**src/rtl/gbe_idle_pkg.sv**
```systemverilog
package gbe_idle_pkg;
  localparam logic [7:0] SYM_COMMA  = 8'hBC; // K28.5
  localparam logic [7:0] SYM_FILL1  = 8'hC5; // D5.6, neutral
  localparam logic [7:0] SYM_FILL2  = 8'h50; // D16.2, ends negative
  localparam logic [7:0] SYM_CFG_A  = 8'hB5; // D21.5
  localparam logic [7:0] SYM_CFG_B  = 8'h42; // D2.2

  typedef enum logic {TRK_OPEN, TRK_COMMA} trk_state_t;
endpackage

```
**src/rtl/gbe_set_tracker.sv**
```systemverilog
module gbe_set_tracker #(
  parameter int          SYM_W     = 8,
  parameter logic [SYM_W-1:0] COMMA_SYM = gbe_idle_pkg::SYM_COMMA
) (
  input  logic             clk,
  input  logic             rst,
  input  logic             in_valid,
  input  logic [SYM_W-1:0] in_data,
  input  logic             in_k,
  input  logic             rd_pos,
  output logic             after_comma,
  output logic             rd_hold
);
  import gbe_idle_pkg::*;

  trk_state_t state_q;
  logic       is_comma;

  assign is_comma    = in_k && (in_data == COMMA_SYM);
  assign after_comma = (state_q == TRK_COMMA);

  // Advances only on valid symbols, so gaps keep the pairing.
  always_ff @(posedge clk) begin
    if (rst) begin
      state_q <= TRK_OPEN;
      rd_hold <= 1'b0;
    end else if (in_valid) begin
      if (is_comma) begin
        state_q <= TRK_COMMA;
        rd_hold <= rd_pos;
      end else begin
        state_q <= TRK_OPEN;
      end
    end
  end
endmodule

```
**src/rtl/gbe_cfg_match.sv**
```systemverilog
module gbe_cfg_match #(
  parameter int SYM_W   = 8,
  parameter int NUM_CFG = 2,
  parameter logic [NUM_CFG*SYM_W-1:0] CFG_LIST =
    {gbe_idle_pkg::SYM_CFG_B, gbe_idle_pkg::SYM_CFG_A}
) (
  input  logic [SYM_W-1:0] sym,
  output logic             hit
);
  logic [NUM_CFG-1:0] match;

  for (genvar g = 0; g < NUM_CFG; g++) begin : g_cmp
    assign match[g] = (sym == CFG_LIST[g*SYM_W +: SYM_W]);
  end

  assign hit = |match;
endmodule

```
**src/rtl/gbe_sym_reg.sv**
```systemverilog
module gbe_sym_reg #(
  parameter int SYM_W = 8
) (
  input  logic             clk,
  input  logic             rst,
  input  logic             d_valid,
  input  logic [SYM_W-1:0] d_data,
  input  logic             d_k,
  output logic             q_valid,
  output logic [SYM_W-1:0] q_data,
  output logic             q_k
);
  always_ff @(posedge clk) begin
    if (rst) begin
      q_valid <= 1'b0;
      q_data  <= '0;
      q_k     <= 1'b0;
    end else begin
      q_valid <= d_valid;
      if (d_valid) begin
        q_data <= d_data;
        q_k    <= d_k;
      end
    end
  end
endmodule

```
**src/rtl/gbe_idle_converter.sv**
```systemverilog
module gbe_idle_converter #(
  parameter int SYM_W   = 8,
  parameter int NUM_CFG = 2,
  parameter logic [SYM_W-1:0] COMMA_SYM = gbe_idle_pkg::SYM_COMMA,
  parameter logic [SYM_W-1:0] FILL_POS  = gbe_idle_pkg::SYM_FILL1,
  parameter logic [SYM_W-1:0] FILL_NEG  = gbe_idle_pkg::SYM_FILL2,
  parameter logic [NUM_CFG*SYM_W-1:0] CFG_LIST =
    {gbe_idle_pkg::SYM_CFG_B, gbe_idle_pkg::SYM_CFG_A}
) (
  input  logic             clk,
  input  logic             rst,
  input  logic             in_valid,
  input  logic [SYM_W-1:0] in_data,
  input  logic             in_k,
  input  logic             rd_pos,
  output logic             out_valid,
  output logic [SYM_W-1:0] out_data,
  output logic             out_k
);
  logic             after_comma;
  logic             rd_hold;
  logic             cfg_hit;
  logic             swap;
  logic [SYM_W-1:0] next_data;

  gbe_set_tracker #(.SYM_W(SYM_W), .COMMA_SYM(COMMA_SYM)) u_trk (
    .clk         (clk),
    .rst         (rst),
    .in_valid    (in_valid),
    .in_data     (in_data),
    .in_k        (in_k),
    .rd_pos      (rd_pos),
    .after_comma (after_comma),
    .rd_hold     (rd_hold)
  );

  gbe_cfg_match #(.SYM_W(SYM_W), .NUM_CFG(NUM_CFG), .CFG_LIST(CFG_LIST)) u_cfg (
    .sym (in_data),
    .hit (cfg_hit)
  );

  always_comb begin
    swap      = in_valid && after_comma && !in_k && !cfg_hit;
    next_data = in_data;
    if (swap) next_data = rd_hold ? FILL_POS : FILL_NEG;
  end

  gbe_sym_reg #(.SYM_W(SYM_W)) u_out (
    .clk     (clk),
    .rst     (rst),
    .d_valid (in_valid),
    .d_data  (next_data),
    .d_k     (in_k),
    .q_valid (out_valid),
    .q_data  (out_data),
    .q_k     (out_k)
  );
endmodule

```
**config.mk**
```make
export PLATFORM = sky130hd
export DESIGN_NAME = gbe_idle_converter
export DESIGN_NICKNAME = d
export VERILOG_FILES = /design/src/rtl/gbe_idle_pkg.sv /design/src/rtl/gbe_set_tracker.sv /design/src/rtl/gbe_cfg_match.sv /design/src/rtl/gbe_sym_reg.sv /design/src/rtl/gbe_idle_converter.sv
export SDC_FILE = /design/constraint.sdc
export NUM_CORES = 1
export LEC_CHECK = 0
export BUFFER_PORTS_ARGS = -buffer_cell sky130_fd_sc_hd__buf_2
export CELL_PAD_IN_SITES_DETAIL_PLACEMENT = 2
export CELL_PAD_IN_SITES_GLOBAL_PLACEMENT = 2
export CORE_MARGIN = 2
export CORE_UTILIZATION = 24
export CTS_BUF_LIST = sky130_fd_sc_hd__clkbuf_4 sky130_fd_sc_hd__clkbuf_8
export DETAILED_ROUTE_END_ITERATION = 7
export PLACE_DENSITY = 0.8
export SLEW_MARGIN = 20
export SYNTH_ARGS = -nofsm -noshare
export SYNTH_HDL_FRONTEND = slang
export SYNTH_SLANG_ARGS = --single-unit
```
**constraint.sdc**
```tcl
create_clock -name clk -period 1.5 [get_ports clk]
set_clock_uncertainty 0.05 [all_clocks]
set_input_delay 0.3 -clock clk [delete_from_list [all_inputs] [get_ports clk]]
set_output_delay 0.3 -clock clk [all_outputs]
set_load 0.05 [all_outputs]
```
== After elaboration in Yosys (flattened, before gate mapping) ==
Index checks and enable logic that the tools add are counted.
Storage, ports and cells
  bits in registers: 12
  input bits: 13
  output and inout port bits: 10
  word-level logic and storage cells: 19
Cells by class
  equality and inequality tests: 3
  muxes and demuxes: 3
  reduce and logical (&&, ||, !) cells: 8
Operator list (number)
  $eq A8 B8 Y1 const B: 2
  $mux W8: 2
  $eq A8 B7 Y1 const B: 1
  $logic_and A1 B1 Y1: 4
  $logic_not A1 Y1: 2
  $reduce_and A2 Y1: 1
  $reduce_or A2 Y1: 1
  $mux W1: 1

== Longest topological paths before layout ==
Gate-level depths: netlist (run 1).
  word-level depth: 5
  gate-level depth with buffers: 4
  mapped depth without buffers: 4

== Cells and area by module ==
A second synthesis (run 1) with hierarchy kept.
Second synthesis, totals
  cells, all modules: 58
  area total of the unflattened synthesis: 649.4 um2
Modules (own cells, without submodules)
  gbe_sym_reg: times used 1, cells an instance 31, area an instance 346.6 um2, seq. area each 200.2 um2
  gbe_set_tracker: times used 1, cells an instance 10, area an instance 137.6 um2, seq. area each 40.0 um2
  gbe_idle_converter: times used 1, cells an instance 11, area an instance 115.1 um2, seq. area each 0.0 um2
  gbe_cfg_match: times used 1, cells an instance 6, area an instance 50.0 um2, seq. area each 0.0 um2

== Worst setup path after synthesis (run 1) ==
OpenSTA, ideal clock, no wires.
  path type: input port to flip-flop
  start: input in_data[6]
  end: register u_out.q_data[4]
  setup time: 88 ps
  arrival time: 1357 ps
  required time: 1362 ps
  path slack: 5 ps
  stages on the path: 4
  path buffers: 0
  cells stage by stage: nor4b_1 a211o_1 or3_4 a311oi_2
Between the ends
  longest elaborated chain between the ends: 5
  elaborated cells on any way between the ends: 6
  classes of those cells: 2 x eq/ne; 1 x mux; 3 x reduce/logical
Ends and longest elaborated chain
  start, declared: RTL line gbe_idle_converter.sv:13  | input logic [SYM_W-1:0] in_data,
  $eq A8 B8 Y1 / $eq A8 B7 Y1 (equally long branches): RTL line gbe_cfg_match.sv:13  | assign match[g] = (sym == CFG_LIST[g*SYM_W +: SYM_W]);
  $reduce_or A2 Y1 *: RTL line gbe_cfg_match.sv:16  | assign hit = |match;
  $logic_not A1 Y1 *: RTL line gbe_idle_converter.sv:43  | swap = in_valid && after_comma && !in_k && !cfg_hit;
  $logic_and A1 B1 Y1 *: RTL line gbe_idle_converter.sv:43
  $mux W8 *: RTL line gbe_idle_converter.sv:45  | if (swap) next_data = rd_hold ? FILL_POS : FILL_NEG;
  end signal, assigned: RTL line gbe_sym_reg.sv:21  | q_data <= d_data;
  end, declared: RTL line gbe_sym_reg.sv:10  | output logic [SYM_W-1:0] q_data,
Every way passes the cells marked *; elsewhere a longest branch is shown, timed or not.
A chain may end at the register's enable or synchronous reset.

== Worst setup path in the final report (run 1) ==
  start: register u_trk.state_q (netlist: u_trk.after_comma)
  end: register u_out.q_data[0]
Between the ends
  longest elaborated chain between the ends: 4
Ends and longest elaborated chain
  start, declared: RTL line gbe_set_tracker.sv:16  | trk_state_t state_q;
  start signal, assigned: RTL line gbe_set_tracker.sv:25  | state_q <= TRK_OPEN;
  start signal, assigned: RTL line gbe_set_tracker.sv:29  | state_q <= TRK_COMMA;
  start signal, assigned: RTL line gbe_set_tracker.sv:32  | state_q <= TRK_OPEN;
  $logic_and A1 B1 Y1 (3 in a row): RTL line gbe_idle_converter.sv:43
  $mux W8: RTL line gbe_idle_converter.sv:45
No other way between the ends.

==> results.toml, run 1 <==
[cts]
h-tree-depth = 1
cts_buffer_depth = 2
insertion_delay_ns = 0.26
cts_buffers = 3
cts.sink_count = 12
hold_buffers = 0
clk_pin_slew_worst_paths_ns = 0.07
cts_tree = "built"
clock-root-buffer = "clkbuf_4"

[sta]
fmax_mhz = 685.8
fin_crit_sh_pct = 97.21
rsz0062_at_grt = "true"
min_period_ns = 1.458
slew_headroom_pct = 76.13
max_slew.worst_pin.slew_ns = 0.3530
tns_ns = 0
final_max_slew_viol_count = 0
timing.final.ws_setup_ns = 0.04191
setup_viol = 0
hold_viol = 0

[critical_path]
cp-end-kind = "flip-flop"
cp.required_ns = 1.66
critPathLaunchType = "flip-flop"
cp_max_fo = 4
path_class = "reg -> reg"
cp.arrival_ns = 1.62

[power]
sw_frac_of_total_pct = 30.09
comb_power_share_pct = 24.4
p_sw_uw = 210.6
power.static_leakage_nw = 0.3652
intPower_uw = 489.2
ir_worst_vdd_v = 0.0004460
finalPower_uw = 699.8
power_frac_clock_pct = 26.8
power.density_nw_per_um2 = 897.7
p_seq_share_pct = 48.9

[yosys]
yosys.cell_types.count = 22
synthCells = 57
synth_area_leaders = "dfxtp_1 (46%), nor2_1 (10%), o311a_1 (5.8%), a21oi_1 (3.8%), mux2i_1 (3.8%)"
synth.cell_area_um2 = 521.8
avgSynthCellArea_um2 = 9.154
ys_warn_count = 0
netlist.area_leader.share_pct = 46.04
ys_seq_area_share_pct = 46.04
ys_seq_elements = 12
synth_top_area_cell = "dfxtp_1"
synth_fp_nets = 70
synth_edf_count = 0
synth-async-reset-ratio_pct = 0
ys.flop_type = "dfxtp_1"

[min_path]
hold_path.class = "in -> reg"

[cells_and_area]
drive_above_1_share_pct = 47.31
n_antenna_cell = 0
seqCellArea_um2 = 241.5
post-route-cell-area_um2 = 779.5
fin_util_pct = 38.94
fillerInstances = 252
syn2layout_area_growth_pct = 49.40
nets = 108
multi_input_area_um2 = 270.3

[route]
dr.pass1.iters = 3
drc = 0
dr.first_iter.drc_count = 3
routedWlPerCell_um = 14.18
routed_wl_mm = 1.701
ant_nets = 0
via_per_inst = 4.725
num_vias = 567

[floorplan]
start_util_pct = 26.06
die_h_um = 50.63
dieArea_um2 = 2563
die_w_um = 50.63
coreArea_um2 = 2002
rows = 16
ios = 23

[flow_run]
max_cap_violations = 0

[placed_design]
port_buffers = 22
placed_cell_area_um2 = 748.2
gp_congestion = 0.7285
dp_slack_ns = -0.1868
dp_hpwl_mm = 1.365

[global_route]
antenna_found_initial = 0
grt_use_total_pct = 14.71
overflow = 0
grt_pass1_wl_mm = 2.829
grt_max_degree = 13
grt_pass1_vias = 610

[outcome]
status = "completed"
==> cell families (layout without fill, tap and decap cells) <==
family / after synthesis / after routing / share of synthesized area, %
DFF: 12 / 12 / 46.04
muxes: 2 / 2 / 3.837
buffers and inverters: 3 / 39 / 2.156
and+or+nand+nor: 28 / 28 / 29.50
AOI/OAI and AO/OA: 12 / 12 / 18.46
==> cells in the final DEF, fill, tap and decap left out, drive strengths merged <==
master,n
buf,35
nor2,14
dfxtp,12
nand2,4
a21oi,4
o311a,3
clkbuf,3
nor4b,2
mux2i,2
nand3,2
inv,1
nand2b,1
a211o,1
nand4b,1
nand4bb,1
or3,1
nand4,1
or4,1
o31a,1
o211ai,1
o21ai,1
a311oi,1
==> per-layer routing <==
layer	GRT usage, %	share of wire, %
met1	16.79	42
met2	26.97	54
met3	2.679	3.6
met4	5.405	0
met5	0	0
==> cell usage after synthesis, types with 2 or more instances <==
master,count
o311a_1,3
nand3_1,2
dfxtp_1,12
nor4b_1,2
nor2_1,14
a21oi_1,4
mux2i_1,2
nand2_1,4
==> layout make-up <==
| type | count | share of cell area [%] |
|---|---|---|
| Tap cell | 27 | 4.334 |
| Timing Repair Buffer | 35 | 26.65 |
| Clock buffer | 3 | 2.889 |
| Inverter | 1 | 0.4815 |
| Multi-Input combinational cell | 42 | 34.67 |
| Sequential cell | 12 | 30.98 |
==> sequential cells by signal, indices dropped and copies added (netlist names) <==
register / count
u_out.q_valid: 1
u_out.q_data: 8
u_out.q_k: 1
u_trk.rd_hold: 1
u_trk.after_comma: 1
==> stage by stage <==
step	instances	hold slack (ns)
finish	120	0.2239
global route	120	0.2290
CTS	119	0.2204
detailed placement	116	0.4064
global placement	116	0.3987
floorplan	57	0.3889
==> what timing repair did <==
item	4_1_cts	5_1_grt
buffers inserted	0	1
endpoints found under the setup margin	1	1
resized for setup	1	0
pin swaps	1	2
==> final timing paths <==
check | depth (start not counted) | endpoint | startpoint | slack, ns
min reg2reg | 2 | u_out.q_data[1] | u_out.q_data[1] | 0.41
max | 5 | u_out.q_data[0] | u_trk.after_comma | 0.04
max reg2reg | 5 | u_out.q_data[0] | u_trk.after_comma | 0.04
min | 3 | u_trk.rd_hold | rd_pos | 0.22
==> critical path, stage by stage (launching register included) <==
cell	delay [ns]
dfxtp_2	0.35
nand2b_4	0.06
a211o_1	0.30
buf_4	0.15
nor2_1	0.29
o311a_1	0.20
==> power groups by stage <==
stage          clock (mW)  sequential (mW)  combinational, mW
2_1_floorplan           0            0.408             0.0400
3_3_place_gp            0            0.349              0.168
3_5_place_dp            0            0.350              0.172
4_1_cts             0.197            0.342              0.173
5_1_grt             0.222            0.345              0.183
6_report            0.187            0.342              0.171
No activity file was read; power rests on OpenSTA's default activity.
==> run 2, diff against run 1 <==
--- a/config.mk
+++ b/config.mk
@@ -6,9 +6,10 @@
 export NUM_CORES = 1
 export LEC_CHECK = 0
+export ABC_AREA = 1
 export BUFFER_PORTS_ARGS = -buffer_cell sky130_fd_sc_hd__buf_2
 export CELL_PAD_IN_SITES_DETAIL_PLACEMENT = 2
 export CELL_PAD_IN_SITES_GLOBAL_PLACEMENT = 2
 export CORE_MARGIN = 2
-export CORE_UTILIZATION = 24
+export CORE_UTILIZATION = 22
 export CTS_BUF_LIST = sky130_fd_sc_hd__clkbuf_4 sky130_fd_sc_hd__clkbuf_8
 export DETAILED_ROUTE_END_ITERATION = 7
==> constraint.sdc (replaced) <==
create_clock -name clk -period 1.5 [get_ports clk]
set_clock_uncertainty 0.05 [all_clocks]
set_input_delay 0.225 -clock clk [delete_from_list [all_inputs] [get_ports clk]]
set_output_delay 0.225 -clock clk [all_outputs]
set_load 0.05 [all_outputs]
==> run 2 against run 1 <==
Critical path depth shrank 4. Via count increased by 14%. Highest routed layer unchanged. Setup slack improved by 0.29 ns. Count of clock-buffer cells in the layout rose by 1. Final area down 1.8%. Area after synthesis increased by 12%. First-iteration DRC count is 130% higher. Combinational power shrank 5%. Sequential power about the same. Core utilization decreased by 8.3 points.
==> results.toml, run 2 <==
[floorplan]
coreArea_um2 = 2500
ios = 23
die_w_um = 55.48
die_h_um = 55.48
dieArea_um2 = 3078
rows = 18
start_util_pct = 23.32

[min_path]
hold_path.class = "in -> reg"

[placed_design]
dp_hpwl_mm = 1.518
dp_cells = 139
port_buffers = 22
gp_congestion = 0.7291

[critical_path]
cp.required_ns = 1.22
critPathLaunchType = "flip-flop"
path_cells = "buf_2"
crit_slowest_cell = "dfxtp_1"
crit_family = "flip-flops"
path_class = "reg -> out"
cp_max_fo = 2
crit_buf_inv = 1
cp-end-kind = "primary output"
cp.arrival_ns = 0.90
cpPeakStageDelay_ns = 0.35

[cts]
h-tree-depth = 1
cts_tree = "built"
clk_pin_slew_worst_paths_ns = 0.08
ctsResizeCount = 0
clock-root-buffer = "clkbuf_4"
cts.sink_count = 12
cts_setup_buffers = 0
cts_buffer_depth = 2
cts_buffers = 3
hold_buffers = 0
insertion_delay_ns = 0.27

[sta]
hold_viol = 0
final_max_slew_viol_count = 0
setup_viol = 0
fin_crit_sh_pct = 78.03
rsz0062_at_grt = "false"
min_period_ns = 1.170
slew_headroom_pct = 83.13
fmax_mhz = 854.4
tns_ns = 0
max_slew.worst_pin.slew_ns = 0.2548

[yosys]
synth_mux_area_share_pct = 0
ys_top_cells_by_count = "nand2_1 (27), inv_1 (14), dfxtp_1 (12)"
ys.flop_type = "dfxtp_1"
yosys.cell_types.count = 16
synth_area_leaders = "dfxtp_1 (41%), nand2_1 (17%), inv_1 (9.0%), nor2_1 (6.4%), a21oi_1 (6.0%)"
ys_warn_count = 0
synth_compound_area_share_pct = 11.37
synth.most_common_cell = "nand2_1"
synth.cell_area_um2 = 583.1
netlist.area_leader.share_pct = 41.20
synth-async-reset-ratio_pct = 0
avgSynthCellArea_um2 = 6.626
synth_top_area_cell = "dfxtp_1"
synth_edf_count = 0
synth_fp_nets = 101
synth_adder_area_share_pct = 0
synth_top_family_by_area = "simple AND/OR/NAND/NOR gates"
synthCells = 88
ys_seq_area_share_pct = 41.20
synth-xor-area-share_pct = 0
ys_seq_elements = 12
synth-simple-area-share_pct = 36.91

[route]
dr.first_iter.drc_count = 7
num_vias = 644
ant_nets = 0
dr.pass1.iters = 3
routedWlPerCell_um = 12.91
routed_wl_mm = 1.846
drc = 0
via_per_inst = 4.503

[cells_and_area]
mostFrequentLayoutCells = "nand2_1 (27), buf_2 (22), inv_1 (14), dfxtp_1 (12), nor2_1 (10)"
layout_commonest_cell = "nand2_1"
fin_cells = 143
multi_input_area_um2 = 281.5
fillerInstances = 322
top_register = "u_out.q_data"
largest_reg_flops = 8
nets = 127
seqCellArea_um2 = 240.2
fin_util_pct = 30.63
drive_above_1_share_pct = 29.20
syn2layout_area_growth_pct = 31.33
n_antenna_cell = 0

[global_route]
overflow = 0
grt_pass1_vias = 685
antenna_found_initial = 0
grt_pass1_wl_mm = 3.208
grt_use_total_pct = 13.13
grt_max_degree = 14

[flow_run]
max_cap_violations = 0

[power]
ir_worst_vdd_v = 0.0003554
power.density_nw_per_um2 = 1005
power.static_leakage_nw = 0.4079

[outcome]
status = "completed"
-- run 2: final timing paths --
check                           slack, ns  cells past startpoint               from         endpoint
worst max-delay path                 0.33                      1          u_out.q_k            out_k
worst min-delay path                 0.16                      2                rst  u_out.q_data[4]
worst max register to register       0.36                      8  u_trk.after_comma  u_out.q_data[7]
worst min register to register       0.42                      2    u_out.q_data[4]  u_out.q_data[4]
-- run 2: layout make-up --
cell class,instances,area share (%)
clock buffer,4,4.739
inverter,14,6.863
multi-input combinational,60,36.76
sequential,12,31.37
tap,30,4.902
timing repair buffer,23,15.36
-- run 2: through the flow --
stage / hold WS [ns] / instance area [um^2] / total power, mW / setup WS, ns
final: 0.1580 / 765.7 / 0.7699 / 0.3296
after global routing: 0.1552 / 765.7 / 0.8179 / 0.2784
after detailed placement: 0.4078 / 729.5 / 0.5155 / 0.1386
after CTS: 0.1536 / 765.7 / 0.7853 / 0.3151
after global placement: 0.4018 / 729.5 / 0.5102 / 0.2266
after floorplan: 0.3175 / 583.1 / 0.4583 / 0.4393
-- run 2: where the power goes --
group | total [mW] | switching (mW) | internal [mW] | leakage [nW]
sequential | 0.343 | 0.00755 | 0.336 | 0.0992
combinational | 0.163 | 0.119 | 0.0438 | 0.288
clock | 0.263 | 0.116 | 0.147 | 0.0210
-- run 2: per-layer routing --
metal	up-vias	global-route usage, %	routed length (um)	share of wire, %
li1	320	-	-	-
met1	313	15.62	828	45
met2	11	23.47	936	51
met3	0	3.279	82	4.4
met4	0	3.136	0	0
met5	-	0	0	0
-- run 2: cells by family after synthesis --
logic type      after synthesis
compound gates               13
simple gates                 47
flops                        12
buf+inv                      16
==> run 3, diff against run 2 <==
clock period = 1.05 ns   (was 1.5 ns; I/O delays follow)
==> run 3 against run 2 <==
The run now ends with setup timing left. Highest routed layer is now met4. Count of clock-buffer cells in the layout unchanged. Via count increased by 10%. Sequential share of layout area decreased by 7.1 points. Core utilization increased by 9.9 points.
==> results.toml, run 3 (synthesized netlist as in run 2, its figures left out) <==
[cts]
insertion_delay_ns = 0.29
clock-root-buffer = "clkbuf_4"
h-tree-depth = 1
clk_pin_slew_worst_paths_ns = 0.08
cts_tree = "built"
cts.sink_count = 12
cts_buffer_depth = 2
cts_buffers = 3

[critical_path]
cpPeakStageDelay_ns = 0.34
crit_path_frequent_cell = "nor2_4"
cp_max_fo = 6
cp.arrival_ns = 1.30
crit_slowest_cell = "dfxtp_2"
crit_family = "simple AND/OR/NAND/NOR gates"
path_class = "reg -> reg"
critPathLaunchType = "flip-flop"
path_cells = "nand2_2 -> nor2_4 -> nand3_4 -> nor2_4 -> nor2_4 -> nand2_1 -> nand2_1 -> inv_1"
cp.required_ns = 1.24
crit_buf_inv = 1
r2r_start = "u_trk.after_comma"
cp-end-kind = "flip-flop"
startpoint = "u_trk.after_comma"

[sta]
fin_crit_sh_pct = 105.7
max_slew.worst_pin.slew_ns = 0.3654
min_period_ns = 1.110
fmax_mhz = 901.0
slew_headroom_pct = 75.38
timing.final.ws_setup_ns = -0.05983
final_max_slew_viol_count = 0
setup_viol = 6
rsz0062_at_grt = "true"
hold_viol = 0

[global_route]
antenna_found_initial = 0
grt_pass1_vias = 802
grt_use_total_pct = 15.04
overflow = 0
grt_pass1_wl_mm = 3.601
grt_max_degree = 12

[min_path]
worstHoldStart = "rst"
hold_path.class = "in -> reg"

[floorplan]
rows = 18
dieArea_um2 = 3078
start_util_pct = 23.32
coreArea_um2 = 2500
ios = 23
die_w_um = 55.48
die_h_um = 55.48

[cells_and_area]
drive_above_1_share_pct = 48.06
mostFrequentLayoutCells = "nand2_1 (24), buf_4 (18), inv_1 (14), buf_2 (12), nor2_1 (10)"
seqCellArea_um2 = 246.5
nets = 143
syn2layout_area_growth_pct = 73.82
fillerInstances = 300
top_register = "u_out.q_data"
layout_commonest_cell = "nand2_1"
largest_reg_flops = 8
n_antenna_cell = 0
multi_input_area_um2 = 344.1
post-route-cell-area_um2 = 1013

[outcome]
status = "finished with violations"
failed_checks = "setup timing"

[route]
routed_wl_mm = 2.437
via_per_inst = 4.465
top_layer = "met4"
drc = 0
num_vias = 710
met3_wirelength_um = 95
dr.first_iter.drc_count = 11
met2_length_mm = 1.316
met1_length_mm = 1.000
ant_nets = 0
routedWlPerCell_um = 15.33
dr.pass1.iters = 3

[power]
sw_frac_of_total_pct = 32.28
ir_worst_vdd_v = 0.0009862
power.density_nw_per_um2 = 1189
p_sw_uw = 389.2
power_frac_clock_pct = 32.2
power.static_leakage_nw = 0.5041
finalPower_mw = 1.205
p_seq_share_pct = 41.3
comb_power_share_pct = 26.5
intPower_uw = 816.3

[placed_design]
placed_cell_area_um2 = 827.0
port_buffers = 22
dp_hpwl_mm = 1.610
gp_congestion = 0.7307

[flow_run]
max_cap_violations = 0
[run 3: changes by cell type in the layout (fill, tap and decap cells not counted), sizes merged]
| cell | change |
|---|---|
| buf | +16 |
[run 3: layout make-up]
type,count,share of cell area [%]
tap,30,3.704
clock buffer,4,3.580
multi-input combinational,60,33.95
inverter,14,5.185
timing repair buffer,39,29.26
sequential,12,24.32
[run 3: per-layer routing]
metal  global-route usage, %  up-vias
met5                       0        -
met4                   4.181        0
met3                   4.450        2
met2                   27.21       13
met1                   16.93      343
li1                        -      352
[run 3: worst paths after layout]
path / endpoint / slack [ns] / cells after the start
max reg2reg: u_out.q_data[0] / -0.06 / 8
max: u_out.q_data[0] / -0.06 / 8
min: u_out.q_data[4] / 0.08 / 2
min reg2reg: u_out.q_k / 0.43 / 2
[run 3: per-stage QoR]
stage / instances / setup WS [ns] / util, % / hold WS (ns) / TNS [ns]
after global routing: 159 / -0.1559 / 40.54 / 0.08075 / -0.8514
after floorplan: 88 / 0.05679 / - / 0.2500 / 0
after detailed placement: 152 / -0.2095 / 33.08 / 0.3769 / -1.255
after global placement: 152 / -0.1172 / 33.08 / 0.3790 / -0.6910
after CTS: 158 / -0.04482 / 37.14 / 0.05423 / -0.2553
final: 159 / -0.05983 / 40.54 / 0.07741 / -0.2548
[run 3: power groups by stage]
stage               Clock (mW)  Sequential [mW]  Combinational, mW
global route             0.418            0.501              0.343
CTS                      0.398            0.493              0.290
detailed placement           0            0.501              0.267
finish                   0.388            0.498              0.320
floorplan                    0            0.587             0.0674
global placement             0            0.500              0.258
[run 3: worst reg2reg max path, stage by stage, from the launching register on]
cell and delay, ns:
dfxtp_2 0.34, nand2_2 0.06, nor2_4 0.11, nand3_4 0.13
nor2_4 0.15, nor2_4 0.06, nand2_1 0.07, nand2_1 0.05
inv_1 0.04
[run 3: repair_timing]
item,CTS,global route
pin swaps,3,3
cloned,0,0
gates resized for setup,18,21
hold buffers,0,0
setup buffers,2,1
endpoints found under the setup margin,17,17
hold endpoints to repair,0,0
